===== src/rtl/ldst_pkg.sv =====
package ldst_pkg;

  localparam int LANES  = 4;
  localparam int WORD_W = 8 * LANES;

  typedef enum logic [1:0] {
    SZ_BYTE = 2'b00,
    SZ_HALF = 2'b01,
    SZ_WORD = 2'b10,
    SZ_RSVD = 2'b11
  } xfer_size_e;

  typedef enum logic [1:0] {
    ST_IDLE = 2'b00,
    ST_XFER = 2'b01,
    ST_DONE = 2'b10
  } seq_state_e;

  typedef struct packed {
    logic       write;
    xfer_size_e size;
    logic       sgn;
    logic       big;
    logic [1:0] ofs;
  } xfer_attr_t;

  // Refusal rule: odd halfword, unaligned word, reserved size code.
  function automatic logic bad_request(input xfer_size_e sz, input logic [1:0] ofs);
    case (sz)
      SZ_BYTE: return 1'b0;
      SZ_HALF: return ofs[0];
      SZ_WORD: return |ofs;
      default: return 1'b1;
    endcase
  endfunction

  // Lane of a single byte: offset k -> k (little) or 3-k (big).
  function automatic logic [1:0] byte_lane(input logic [1:0] ofs, input logic big);
    return big ? ~ofs : ofs;
  endfunction

  // Active-high lane mask of an aligned access.
  function automatic logic [LANES-1:0] lane_mask(input xfer_size_e sz, input logic [1:0] ofs,
                                                 input logic big);
    logic [LANES-1:0] m;
    m = '0;
    case (sz)
      SZ_BYTE: m[byte_lane(ofs, big)] = 1'b1;
      SZ_HALF: begin
        m[byte_lane(ofs, big)]         = 1'b1;
        m[byte_lane(ofs | 2'b01, big)] = 1'b1;
      end
      SZ_WORD: m = '1;
      default: m = '0;
    endcase
    return m;
  endfunction

  // Store image: the item copied into every lane it could occupy.
  function automatic logic [WORD_W-1:0] store_image(input xfer_size_e sz,
                                                    input logic [WORD_W-1:0] d);
    case (sz)
      SZ_BYTE: return {LANES{d[7:0]}};
      SZ_HALF: return {(LANES/2){d[15:0]}};
      default: return d;
    endcase
  endfunction

  // Load extraction and extension from the full bus word.
  function automatic logic [WORD_W-1:0] load_pick(input xfer_size_e sz, input logic sgn,
                                                  input logic [1:0] ofs, input logic big,
                                                  input logic [WORD_W-1:0] word);
    logic [1:0]        base;
    logic [WORD_W-1:0] sh;
    logic [7:0]        b;
    logic [15:0]       h;
    base = (sz == SZ_HALF) ? (big ? (ofs ^ 2'b10) : ofs) : byte_lane(ofs, big);
    sh   = word >> {base, 3'b000};
    b    = sh[7:0];
    h    = sh[15:0];
    case (sz)
      SZ_BYTE: return {{(WORD_W-8){sgn & b[7]}}, b};
      SZ_HALF: return {{(WORD_W-16){sgn & h[15]}}, h};
      default: return word;
    endcase
  endfunction

endpackage


===== src/rtl/ldst_req_check.sv =====
module ldst_req_check
  import ldst_pkg::*;
(
  input  xfer_size_e size,
  input  logic [1:0] ofs,
  output logic       reject
);

  assign reject = bad_request(size, ofs);

endmodule


===== src/rtl/ldst_lane_unit.sv =====
module ldst_lane_unit
  import ldst_pkg::*;
(
  input  xfer_size_e        size,
  input  logic [1:0]        ofs,
  input  logic              big,
  input  logic [WORD_W-1:0] wdata,
  output logic [LANES-1:0]  mask,
  output logic [WORD_W-1:0] image
);

  assign mask  = lane_mask(size, ofs, big);
  assign image = store_image(size, wdata);

endmodule


===== src/rtl/ldst_load_unit.sv =====
module ldst_load_unit
  import ldst_pkg::*;
(
  input  xfer_attr_t        attr,
  input  logic [WORD_W-1:0] word,
  output logic [WORD_W-1:0] value
);

  assign value = load_pick(attr.size, attr.sgn, attr.ofs, attr.big, word);

endmodule


===== src/rtl/ldst_bus_seq.sv =====
module ldst_bus_seq
  import ldst_pkg::*;
#(
  parameter int WAIT_CYCLES = 0
) (
  input  logic clk,
  input  logic rst_n,
  input  logic start,
  input  logic reject,
  output logic xfer_active,
  output logic capture,
  output logic done_pulse,
  output logic ready
);

  localparam int CNT_W = (WAIT_CYCLES > 0) ? $clog2(WAIT_CYCLES + 1) : 1;
  localparam logic [CNT_W-1:0] LAST = CNT_W'(WAIT_CYCLES);
  localparam logic [CNT_W:0]   SPAN = (CNT_W+1)'(WAIT_CYCLES + 1);

  seq_state_e       st_q, st_d;
  logic [CNT_W-1:0] cnt_q;

  assign xfer_active = (st_q == ST_XFER);
  assign capture     = xfer_active && (cnt_q == LAST);
  assign done_pulse  = (st_q == ST_DONE);
  assign ready       = (st_q == ST_IDLE);

  always_comb begin
    st_d = st_q;
    case (st_q)
      ST_IDLE: if (start) st_d = reject ? ST_DONE : ST_XFER;
      ST_XFER: if (capture) st_d = ST_DONE;
      ST_DONE: st_d = ST_IDLE;
      default: st_d = ST_IDLE;
    endcase
  end

  always_ff @(posedge clk or negedge rst_n) begin
    if (!rst_n) begin
      st_q  <= ST_IDLE;
      cnt_q <= '0;
    end else begin
      st_q <= st_d;
      if (st_q == ST_XFER && !capture) cnt_q <= cnt_q + 1'b1;
      else                             cnt_q <= '0;
    end
  end

  // Independent run-length counter for the strobe window.
  logic [CNT_W:0] run_len;
  always_ff @(posedge clk or negedge rst_n) begin
    if (!rst_n)           run_len <= '0;
    else if (xfer_active) run_len <= run_len + 1'b1;
    else                  run_len <= '0;
  end

  assert_strobe_len_R11: assert property (@(posedge clk) disable iff (!rst_n)
    $fell(xfer_active) |-> run_len == SPAN);

  assert_done_pulse_R2: assert property (@(posedge clk) disable iff (!rst_n)
    done_pulse |=> !done_pulse && ready);

  assert_xfer_then_done_R2: assert property (@(posedge clk) disable iff (!rst_n)
    $fell(xfer_active) |-> done_pulse);

endmodule


===== src/rtl/ldst_bus_unit.sv =====
module ldst_bus_unit
  import ldst_pkg::*;
#(
  parameter int ADDR_W      = 32,
  parameter int WAIT_CYCLES = 0
) (
  input  logic              clk,
  input  logic              rst_n,
  input  logic              cfg_wr,
  input  logic              cfg_big,
  input  logic              req_valid,
  output logic              req_ready,
  input  logic              req_write,
  input  logic [1:0]        req_size,
  input  logic              req_signed,
  input  logic [ADDR_W-1:0] req_addr,
  input  logic [31:0]       req_wdata,
  output logic              rsp_done,
  output logic              rsp_err,
  output logic [31:0]       rsp_rdata,
  output logic [ADDR_W-1:0] bus_addr,
  output logic [3:0]        bus_nbe,
  output logic [31:0]       bus_wdata,
  input  logic [31:0]       bus_rdata,
  output logic              bus_rd_n,
  output logic              bus_wr_n,
  output logic              bus_ale
);

  localparam int WADDR_W = ADDR_W - 2;

  // Byte-order mode register, little-endian after reset.
  logic big_q;
  always_ff @(posedge clk or negedge rst_n) begin
    if (!rst_n)      big_q <= 1'b0;
    else if (cfg_wr) big_q <= cfg_big;
  end

  xfer_size_e req_sz;
  assign req_sz = xfer_size_e'(req_size);

  logic req_reject;
  ldst_req_check u_chk (
    .size  (req_sz),
    .ofs   (req_addr[1:0]),
    .reject(req_reject)
  );

  logic [LANES-1:0]  req_mask;
  logic [WORD_W-1:0] req_img;
  ldst_lane_unit u_lane (
    .size (req_sz),
    .ofs  (req_addr[1:0]),
    .big  (big_q),
    .wdata(req_wdata),
    .mask (req_mask),
    .image(req_img)
  );

  logic accept, xfer_active, capture, done_evt, ready;
  assign accept = req_valid && ready;

  ldst_bus_seq #(.WAIT_CYCLES(WAIT_CYCLES)) u_seq (
    .clk        (clk),
    .rst_n      (rst_n),
    .start      (accept),
    .reject     (req_reject),
    .xfer_active(xfer_active),
    .capture    (capture),
    .done_pulse (done_evt),
    .ready      (ready)
  );

  xfer_attr_t         attr_q;
  logic               err_q;
  logic [WADDR_W-1:0] waddr_q;
  logic [LANES-1:0]   mask_q;
  logic [WORD_W-1:0]  img_q;
  logic [WORD_W-1:0]  rdata_q;
  logic [WORD_W-1:0]  load_val;

  always_ff @(posedge clk or negedge rst_n) begin
    if (!rst_n) begin
      attr_q  <= '0;
      err_q   <= 1'b0;
      waddr_q <= '0;
      mask_q  <= '0;
      img_q   <= '0;
    end else if (accept) begin
      attr_q.write <= req_write;
      attr_q.size  <= req_sz;
      attr_q.sgn   <= req_signed;
      attr_q.big   <= big_q;
      attr_q.ofs   <= req_addr[1:0];
      err_q        <= req_reject;
      waddr_q      <= req_addr[ADDR_W-1:2];
      mask_q       <= req_mask;
      img_q        <= req_img;
    end
  end

  ldst_load_unit u_load (
    .attr (attr_q),
    .word (bus_rdata),
    .value(load_val)
  );

  always_ff @(posedge clk or negedge rst_n) begin
    if (!rst_n)                        rdata_q <= '0;
    else if (capture && !attr_q.write) rdata_q <= load_val;
  end

  assign req_ready = ready;
  assign rsp_done  = done_evt;
  assign rsp_err   = done_evt && err_q;
  assign rsp_rdata = rdata_q;
  assign bus_ale   = xfer_active;
  assign bus_addr  = xfer_active ? {waddr_q, 2'b00} : '0;
  assign bus_nbe   = xfer_active ? ~mask_q : '1;
  assign bus_rd_n  = !(xfer_active && !attr_q.write);
  assign bus_wr_n  = !(xfer_active && attr_q.write);
  assign bus_wdata = (xfer_active && attr_q.write) ? img_q : '0;

  assert_one_strobe_R9: assert property (@(posedge clk) disable iff (!rst_n)
    !(!bus_rd_n && !bus_wr_n));

  assert_strobe_in_ale_R9: assert property (@(posedge clk) disable iff (!rst_n)
    (!bus_rd_n || !bus_wr_n) |-> bus_ale);

  assert_quiet_idle_R1: assert property (@(posedge clk) disable iff (!rst_n)
    req_ready |-> bus_nbe == 4'hF && bus_rd_n && bus_wr_n);

  assert_refuse_no_bus_R6: assert property (@(posedge clk) disable iff (!rst_n)
    accept && req_reject |=> !bus_ale && rsp_err && rsp_done);

  assert_legal_starts_bus_R2: assert property (@(posedge clk) disable iff (!rst_n)
    accept && !req_reject |=> bus_ale && bus_addr[1:0] == 2'b00 && !req_ready);

  assert_addr_held_R2: assert property (@(posedge clk) disable iff (!rst_n)
    bus_ale && $past(bus_ale) |-> $stable(bus_addr) && $stable(bus_nbe));

  assert_half_two_lanes_R3: assert property (@(posedge clk) disable iff (!rst_n)
    bus_ale && attr_q.size == SZ_HALF |-> $countones(~bus_nbe) == 2);

  assert_byte_one_lane_R3: assert property (@(posedge clk) disable iff (!rst_n)
    bus_ale && attr_q.size == SZ_BYTE |-> $onehot0(~bus_nbe) && bus_nbe != 4'hF);

  assert_rdata_hold_R10: assert property (@(posedge clk) disable iff (!rst_n)
    rsp_done && (rsp_err || attr_q.write) |-> $stable(rsp_rdata));

  assert_zero_ext_R5: assert property (@(posedge clk) disable iff (!rst_n)
    capture && !attr_q.write && attr_q.size == SZ_BYTE && !attr_q.sgn
      |=> rsp_rdata[31:8] == 24'h0);

endmodule


===== config.mk =====
export PLATFORM = sky130hd
export DESIGN_NAME = ldst_bus_unit
export DESIGN_NICKNAME = d
export VERILOG_FILES = /design/src/rtl/ldst_pkg.sv /design/src/rtl/ldst_req_check.sv /design/src/rtl/ldst_lane_unit.sv /design/src/rtl/ldst_load_unit.sv /design/src/rtl/ldst_bus_seq.sv /design/src/rtl/ldst_bus_unit.sv
export SDC_FILE = /design/constraint.sdc
export NUM_CORES = 1
export LEC_CHECK = 0
export CAP_MARGIN = 20
export CORE_AREA = 2 2 153 118
export CTS_CLUSTER_DIAMETER = 80
export DETAILED_ROUTE_END_ITERATION = 8
export DIE_AREA = 0 0 155 120
export DONT_BUFFER_PORTS = 1
export GPL_ROUTABILITY_DRIVEN = 0
export GPL_TIMING_DRIVEN = 0
export PLACE_DENSITY = 0.55
export SLEW_MARGIN = 20
export SYNTH_ARGS = -nofsm -noshare
export SYNTH_HDL_FRONTEND = slang
export SYNTH_SLANG_ARGS = --single-unit

===== constraint.sdc =====
create_clock -name clk -period 2.4 [get_ports clk]
set_input_delay 0.36 -clock clk [delete_from_list [all_inputs] [get_ports clk]]
set_output_delay 0.36 -clock clk [all_outputs]
set_load 0.02 [all_outputs]

# Word-level counts from Yosys, hierarchy flattened
# Index checks and enable logic that the tools add are counted.
[op_classes] addsub=1 n_lt_le_gt_ge=4 eq_ne=7 shifts=1 mux=21 bitwise=9 n_reduce_logical=18
[op_table] cell="one-hot mux 32 bit (2 select lines)" count=2
[op_table] cell="2-to-1 mux 32 bit" count=2
[op_table] cell=">> shifter 32 x 5 -> 16 bit" count=1
[op_table] cell="2-to-1 mux 2 bit" count=8
[op_table] cell="one-hot mux 4 bit (3 select lines)" count=1
[op_table] cell="logical AND 1 bit" count=9
[op_table] cell="equality test 2 x 1 -> 1 bit (second input constant)" count=3
[op_table] cell="logical NOT 2 bit" count=3
[op_table] cell="less-than comparator 2 x 3 -> 1 bit (second input constant)" count=2
[op_table] cell="NOT 2 bit" count=3
[op_table] cell="demux 1 bit (select 2 bit)" count=2
[op_table] cell="equality test 2 bit (second input constant)" count=2
[op_table] cell=">= comparator 2 x 1 -> 1 bit (second input constant)" count=2
[op_table] cell="logical NOT 1 bit" count=4
[op_table] cell="2-to-1 mux 4 bit" count=1
[op_table] cell="inequality test 2 bit (second input constant)" count=2
[op_table] cell="NOT 4 bit" count=1
[op_table] cell="bitwise OR 4 bit" count=1
[op_table] cell="one-hot mux 2 bit (2 select lines)" count=1
[op_table] cell="2-to-1 mux 1 bit" count=3
[op_table] cell="one-hot mux 1 bit (3 select lines)" count=1
[op_table] cell="AND 1 bit" count=2
[op_table] cell="NOT 1 bit" count=2
[op_table] cell="AND reduction 2 bit" count=1
[op_table] cell="other kinds (2)" count=2
[word_totals] register_bits=110 in_bits=105 output_inout_bits=106 wordCells=74

# Logic depth before layout (Yosys ltp)
# Gate-level depths: netlist (run 1).
[logic_depth] depth_word=8 depth_mapped=8 depth_no_buf=7

# Hierarchy
# Synthesis (run 1) repeated with hierarchy kept, for this count alone.
[hier_totals] cells_unflattened=548 area_unflattened_um2=6486.2
[by_module_without_submodules] module="ldst_bus_unit" n_inst=1 cells_each=310 area_each_um2=4634.4 seq_area_each_um2=2677.6
[by_module_without_submodules] module="ldst_load_unit" n_inst=1 cells_each=151 area_each_um2=1108.6 seq_area_each_um2=0.0
[by_module_without_submodules] module="ldst_lane_unit" n_inst=1 cells_each=73 area_each_um2=595.6 seq_area_each_um2=0.0
[by_module_without_submodules] module="ldst_bus_seq" n_inst=1 cells_each=11 area_each_um2=133.9 seq_area_each_um2=75.1
[by_module_without_submodules] module="ldst_req_check" n_inst=1 cells_each=3 area_each_um2=13.8 seq_area_each_um2=0.0

# Worst setup path before layout (run 1)
# No wires, ideal clock.
[synth_timing] path_kind="register to output" from="reg u_seq.st_q[1]" to="out bus_addr[27]" arrival_ns=1.564 required_ns=2.040 path_slack_ns=0.476 stages_incl_launch_ff=5 n_path_buf=2 path_cell_list="dfrtp_1 and2b_1 clkbuf_1 clkbuf_1 and2_1"
[synth_via] elab_chain_len=2
[synth_rtl] element="start: declaration" line="ldst_bus_seq.sv:20" text="seq_state_e st_q, st_d;"
[synth_rtl] element="start signal: assignment" line="ldst_bus_seq.sv:43" text="st_q <= st_d;"
[synth_rtl] element="equality test 2 x 1 -> 1 bit" line="ldst_bus_seq.sv:23" text="assign xfer_active = (st_q == ST_XFER);"
[synth_rtl] element="named net bus_ale" line="ldst_bus_unit.sv:27" text="output logic bus_ale"
[synth_rtl] element="2-to-1 mux 32 bit" line="ldst_bus_unit.sv:118" text="assign bus_addr = xfer_active ? {waddr_q, 2'b00} : '0;"
[synth_rtl] element="end: declaration" line="ldst_bus_unit.sv:21" text="output logic [ADDR_W-1:0] bus_addr,"
# The timed path passes the listed nets, and every way through them passes these cells.

# Worst setup path after layout (run 1)
[layout_timing] from="reg u_seq.st_q[1]" to="out bus_addr[28]"
# The elaborated chain is that of the path after synthesis.

==> flow_metrics.py, run 1 <==
metrics = {
    "finish": {
        "final_layout_size_suffix_gt1_frac": 0.0587,
        "fin_cells": 902,
        "fill_cells": 1757,
        "final_nets": 786,
        "area_delta_synth_final_pct": 11.3,
        "diodes": 0,
    },
    "clock_network": {
        "clk_pin_slew_worst_paths_ps": 80,
        "cts-htree-levels": 3,
        "clock_latency_ps": 360,
        "cts_buffers": 9,
        "clk_path_buf_depth": 2,
        "cts_setup_buffers": 0,
        "cts_tree": "done",
        "cts_sinks": 110,
        "cts.root.buffer_cell": "clkbuf_16",
    },
    "sta": {
        "hold_viol": 110,
        "whs_ps": -310,
        "fmax_mhz": 434,
        "slew_headroom": 0.380,
        "drv_slew": 0,
        "tightest_slew_ps": 925,
        "finClkSkew_ps": 9.16,
        "setup_viol": 0,
        "period_share": 0.959,
        "finalSetupTns_ps": 0,
        "rsz0062_at_grt": "yes",
        "final.min_clock_period_ps": 2300,
        "fin_ws_ps": 98.2,
    },
    "power_and_ir_drop": {
        "ir_drop_mv": 0.408,
        "p_leak_nw": 2.99,
        "p_per_area_nw_per_um2": 1100,
    },
    "floorplanning": {
        "die_w_um": 155,
        "die_y_um": 120,
        "dieArea_sq_um": 18600,
        "fp-row-count": 42,
        "start_util": 0.334,
        "coreArea_sq_um": 17200,
        "io_pins": 211,
    },
    "worst_setup_path": {
        "crit_required_ps": 2040,
        "r2r-end": "rsp_rdata[24]",
        "r2r-start": "attr_q[5]",
        "reg2reg_slack_ps": 140,
        "start_kind": "flip-flop",
        "critPathCaptureType": "output port",
        "path_class": "reg2out",
        "r2r.worst_path.cells": 7,
        "cp_max_fo": 10,
        "crit_arrival_ps": 1940,
    },
    "logic_synthesis": {
        "netlist_area_sq_um": 5730,
        "ys.flop_type": "dfrtp_1",
        "synth_common_cells": "nand2_1, dfrtp_1, o21ai_0",
        "synth-adder-area-share": 0.00873,
        "synth_area_per_cell_sq_um": 8.63,
        "ys_top_cells_by_area": "dfrtp_1, nand2_1, mux2i_1, o21ai_0, and2_1",
        "synthSimpleGateAreaFrac": 0.261,
        "yosysSeqAreaShare": 0.480,
        "yosysUniqueCellTypes": 48,
        "synthArstFlopShare": 1.00,
        "synth_xor_area_frac": 0.0103,
        "synth_seq_cells": 110,
        "synth_compound_area_frac": 0.122,
        "synth_edf_count": 0,
        "syn-instance-count": 664,
        "synth_top_family_by_area": "simple AND/OR/NAND/NOR gates",
        "yosysMostFrequentCell": "nand2_1",
        "yosysTopAreaCellShare": 0.480,
        "yosysWarnings": 0,
        "yosys.area.top_type": "dfrtp_1",
        "synthMuxAreaShare": 0.0771,
    },
    "global_routing": {
        "grt_pass1_vias": 4829,
        "grt_pass1_wl_um": 28200,
        "grt_max_degree": 111,
        "antenna_found_initial": 0,
        "grt_use_total": 0.198,
        "grt_remaining_overflow": 0,
    },
    "placement": {
        "port_buffers": 0,
        "post-place-ws_ps": -318,
        "dp_hpwl_um": 13700,
        "dp.cells": 886,
    },
    "drt": {
        "postRouteAntennaNets": 0,
        "drt_iter0_markers": 379,
        "wl_per_cell_um": 20.4,
        "via_per_inst": 5.38,
        "drt_wl_total_um": 18400,
        "vias": 4855,
        "drc_errors": 0,
        "firstDrtPassIters": 5,
    },
    "min_path": {
        "hold_class": "in2async",
    },
    "status": {
        "status": "complete, but fails checks",
        "violations": "hold timing",
    },
    "run": {
        "drv_cap": 0,
    },
}
-- placed cells by master, fill, tap and decap left out, types with 3 or more instances in the layout --
master / synthesis / final
nand2b_1: 4 / 4
a21oi_1: 28 / 28
conb_1: 1 / 3
nand2_1: 201 / 201
and3_1: 32 / 32
nor2_1: 38 / 36
a22oi_1: 9 / 9
inv_6: 0 / 3
o221ai_1: 7 / 7
buf_2: 3 / 3
o21ai_0: 52 / 52
mux2_2: 5 / 5
a41oi_1: 7 / 7
clkbuf_16: 0 / 9
buf_4: 3 / 3
nand3b_1: 9 / 9
dfrtp_1: 110 / 110
nand3_1: 3 / 3
mux2i_1: 34 / 34
nor3b_1: 3 / 3
clkbuf_1: 41 / 40
ha_1: 4 / 4
inv_1: 5 / 5
and2_1: 33 / 33
-- flip-flops by register name, summed over array words and instances (netlist names) --
| name | flops |
|---|---|
| big_q | 1 |
| rsp_rdata | 32 |
| u_seq.cnt_q | 1 |
| attr_q | 7 |
| u_seq.st_q | 2 |
| err_q | 1 |
| img_q | 32 |
| waddr_q | 30 |
| mask_q | 4 |
-- logic make-up after synthesis --
group	count (synthesis)
fa+ha+maj	4
flops	110
simple gates	331
xor+xnor	5
mux	42
other cells	1
compound gates	116
buf+inv	55
-- repair_timing --
| action | CTS | global route |
|---|---|---|
| pin swaps | 0 | 1 |
| setup endpoints to repair | 24 | 28 |
| hold endpoints to repair | 110 | 110 |
| gates resized for setup | 5 | 4 |
| cloned | 0 | 0 |
-- cell type report --
cell class | instances | area [sq um] | area share
flip-flops and latches | 110 | 2750 | 0.432
plain buffers | 49 | 218 | 0.0341
well taps | 220 | 275 | 0.0432
clock buffers | 10 | 229 | 0.0359
inverters | 6 | 22.5 | 0.00353
multi-input cells | 501 | 2780 | 0.436
clock inverters | 6 | 103 | 0.0161
-- metal layers --
layer / share of wire / GRT usage / wire length [um] / vias up
met5: 0 / 0 / 0 / -
met4: 0.020 / 0.0527 / 364 / 0
met3: 0.097 / 0.0784 / 1790 / 27
met2: 0.45 / 0.298 / 8240 / 218
met1: 0.44 / 0.265 / 8050 / 2369
li1: - / - / - / 2241
-- worst max path at each step --
| stage | end | slack, ps | from |
|---|---|---|---|
| after global placement | bus_nbe[2] | -290 | u_seq.st_q[1] |
| final | bus_addr[28] | 100 | u_seq.st_q[1] |
| after global routing | rsp_rdata[24] | -10 | attr_q[2] |
| after detailed placement | bus_nbe[2] | -320 | u_seq.st_q[1] |
| after floorplan | bus_addr[27] | 480 | u_seq.st_q[1] |
| after CTS | rsp_rdata[24] | 60 | u_seq.st_q[1] |
-- where the power goes --
group          switching [mW]  internal [mW]  leakage [nW]  total (mW)
registers               0.797           2.50          1.33        3.30
clock network           0.753          0.938         0.161        1.69
logic                    1.29          0.709          1.50        2.00
total                    2.84           4.15          2.99        6.99
-- metrics by stage --
stage / cell area [sq um] / util / total power [mW] / hold WS [ps]
2_1_floorplan: 5740 / - / 4.70 / 64.4
6_report: 6380 / 0.371 / 6.99 / -310
5_1_grt: 6380 / 0.371 / 7.45 / -334
4_1_cts: 6360 / 0.370 / 7.04 / -324
3_5_place_dp: 6010 / 0.350 / 5.30 / 67.7
3_3_place_gp: 6010 / 0.350 / 5.20 / 68.1
-- worst max-delay path: stages (launching register included) --
cell	delay (ps)
dfrtp_1	420
and2b_2	380
clkbuf_2	260
clkbuf_8	240
and2_1	280
Power figures use the tool's default switching activity.
==> run 2: changes to the inputs <==
PLACE_DENSITY = unset   (was 0.55)
==> run 2 against run 1 <==
Against the previous run:
- the run still ends with hold timing left
- wire length down 2.3%
- register-to-register slack better by 30 ps
- cell count up 0.55%
- utilization up 0.073 points
- worst setup slack better by 47 ps
- power down 1.9%
- die area unchanged
- largest power group unchanged
==> flow_metrics.py, run 2 (synthesis results as in run 1) <==
metrics = {
    "status": {
        "status": "complete, but fails checks",
        "violations": "hold timing",
    },
    "worst_setup_path": {
        "cp_cell_sequence": "and2b_2 -> clkbuf_1 -> and3_1",
        "crit_arrival_ps": 1890,
        "cp_max_fo": 10,
        "start_kind": "flip-flop",
        "critPathCaptureType": "output port",
        "cp_slowest_cell": "dfrtp_1",
        "crit_buf_inv": 1,
        "critPathTopFamily": "simple AND/OR/NAND/NOR gates",
        "worst_path_largest_cell_delay_ps": 410,
        "crit_required_ps": 2040,
        "path_class": "reg2out",
    },
    "drt": {
        "drc_errors": 0,
        "drt_wl_total_um": 18000,
        "firstDrtPassIters": 7,
        "via_per_inst": 5.30,
        "drt_iter0_markers": 331,
        "wl_per_cell_um": 19.9,
        "postRouteAntennaNets": 0,
        "vias": 4803,
    },
    "finish": {
        "diodes": 0,
        "final_common_cell": "nand2_1",
        "final_layout_size_suffix_gt1_frac": 0.0684,
        "final_cell_mix": "nand2_1, dfrtp_1, o21ai_0, nor2_1, clkbuf_1",
        "area_delta_synth_final_pct": 11.5,
        "fin_cells": 907,
        "fin_area_sq_um": 6390,
        "final_nets": 791,
        "fill_cells": 1795,
    },
    "floorplanning": {
        "start_util": 0.334,
        "die_w_um": 155,
        "io_pins": 211,
        "die_y_um": 120,
        "coreArea_sq_um": 17200,
        "dieArea_sq_um": 18600,
        "fp-row-count": 42,
    },
    "sta": {
        "finClkSkew_ps": 11.9,
        "slew_headroom": 0.267,
        "rsz0062_at_grt": "no",
        "drv_slew": 0,
        "final.min_clock_period_ps": 2250,
        "finalSetupTns_ps": 0,
        "whs_ps": -307,
        "hold_viol": 110,
        "setup_viol": 0,
        "tightest_slew_ps": 1090,
        "period_share": 0.940,
        "fmax_mhz": 443,
    },
    "placement": {
        "port_buffers": 0,
        "dp_hpwl_um": 13400,
        "dp.cells": 886,
        "placed_area_sq_um": 6010,
    },
    "global_routing": {
        "grt_pass1_vias": 4782,
        "grt_use_total": 0.197,
        "grt_max_degree": 111,
        "grt_remaining_overflow": 0,
        "grt_pass1_wl_um": 28100,
        "antenna_found_initial": 0,
    },
    "power_and_ir_drop": {
        "ir_drop_mv": 0.357,
        "power_mw": 6.85,
        "p_leak_nw": 3.01,
        "p_per_area_nw_per_um2": 1070,
    },
    "clock_network": {
        "cts_buffers": 9,
        "cts_sinks": 110,
        "clk_path_buf_depth": 2,
        "cts_tree": "done",
        "clk_pin_slew_worst_paths_ps": 80,
        "cts.root.buffer_cell": "clkbuf_16",
        "clock_latency_ps": 370,
        "cts-htree-levels": 3,
    },
    "min_path": {
        "hold_class": "in2async",
    },
    "run": {
        "drv_cap": 0,
    },
}
run 2: cell count changes in the layout (fill, tap and decap cells not counted), sizes merged:
| cell | previous run | this run |
|---|---|---|
| buf | 8 | 13 |
| clkbuf | 51 | 50 |
| inv | 9 | 11 |
| bufinv | 2 | 1 |
run 2: worst paths after layout:
kind	cells past startpoint	to	startpoint	slack, ps
setup / recovery	3	bus_wdata[26]	u_seq.st_q[1]	150
hold / removal	0	img_q[14]	rst_n	-310
setup reg to reg	6	rsp_rdata[2]	attr_q[2]	170
hold reg to reg	2	waddr_q[27]	waddr_q[27]	470
max in group asynchronous	0	img_q[18]	rst_n	2450
min in group clk	2	img_q[5]	req_wdata[5]	90
run 2: stage by stage:
| stage | setup slack (ps) | utilization | hold slack, ps |
|---|---|---|---|
| 2_1_floorplan | 476 | - | 64.4 |
| 3_3_place_gp | 2.19 | 0.350 | 70.6 |
| 3_5_place_dp | -10.1 | 0.350 | 69.5 |
| 4_1_cts | -27.2 | 0.368 | -331 |
| 5_1_grt | 12.6 | 0.372 | -330 |
| 6_report | 145 | 0.372 | -307 |
run 2: where the power goes:
group	internal, mW	leakage [nW]	switching [mW]
logic	0.714	1.53	1.27
registers	2.50	1.33	0.769
clock network	0.836	0.153	0.766
run 2: final cells by class:
class,count,area (sq um),area share
clock buffers,9,225,0.0352
well taps,220,275,0.0431
plain buffers,49,216,0.0339
repair buffers,5,37.5,0.00587
inverters,6,22.5,0.00352
clock inverters,7,85.1,0.0133
multi-input cells,501,2780,0.434
flip-flops and latches,110,2750,0.431
run 2: metal layers:
metal  share of wire  wire, um  GRT usage
met3           0.091      1650     0.0766
met4           0.016       293     0.0561
met5               0         0          0
met2            0.44      7990      0.288
met1            0.45      8070      0.271
run 2: timing repair:
action                                  CTS  global route
endpoints found under the setup margin   14            52
pin swaps                                 0             3
buffers inserted                          0             5
endpoints found under the hold margin   110           110
gates resized for setup                   3            10
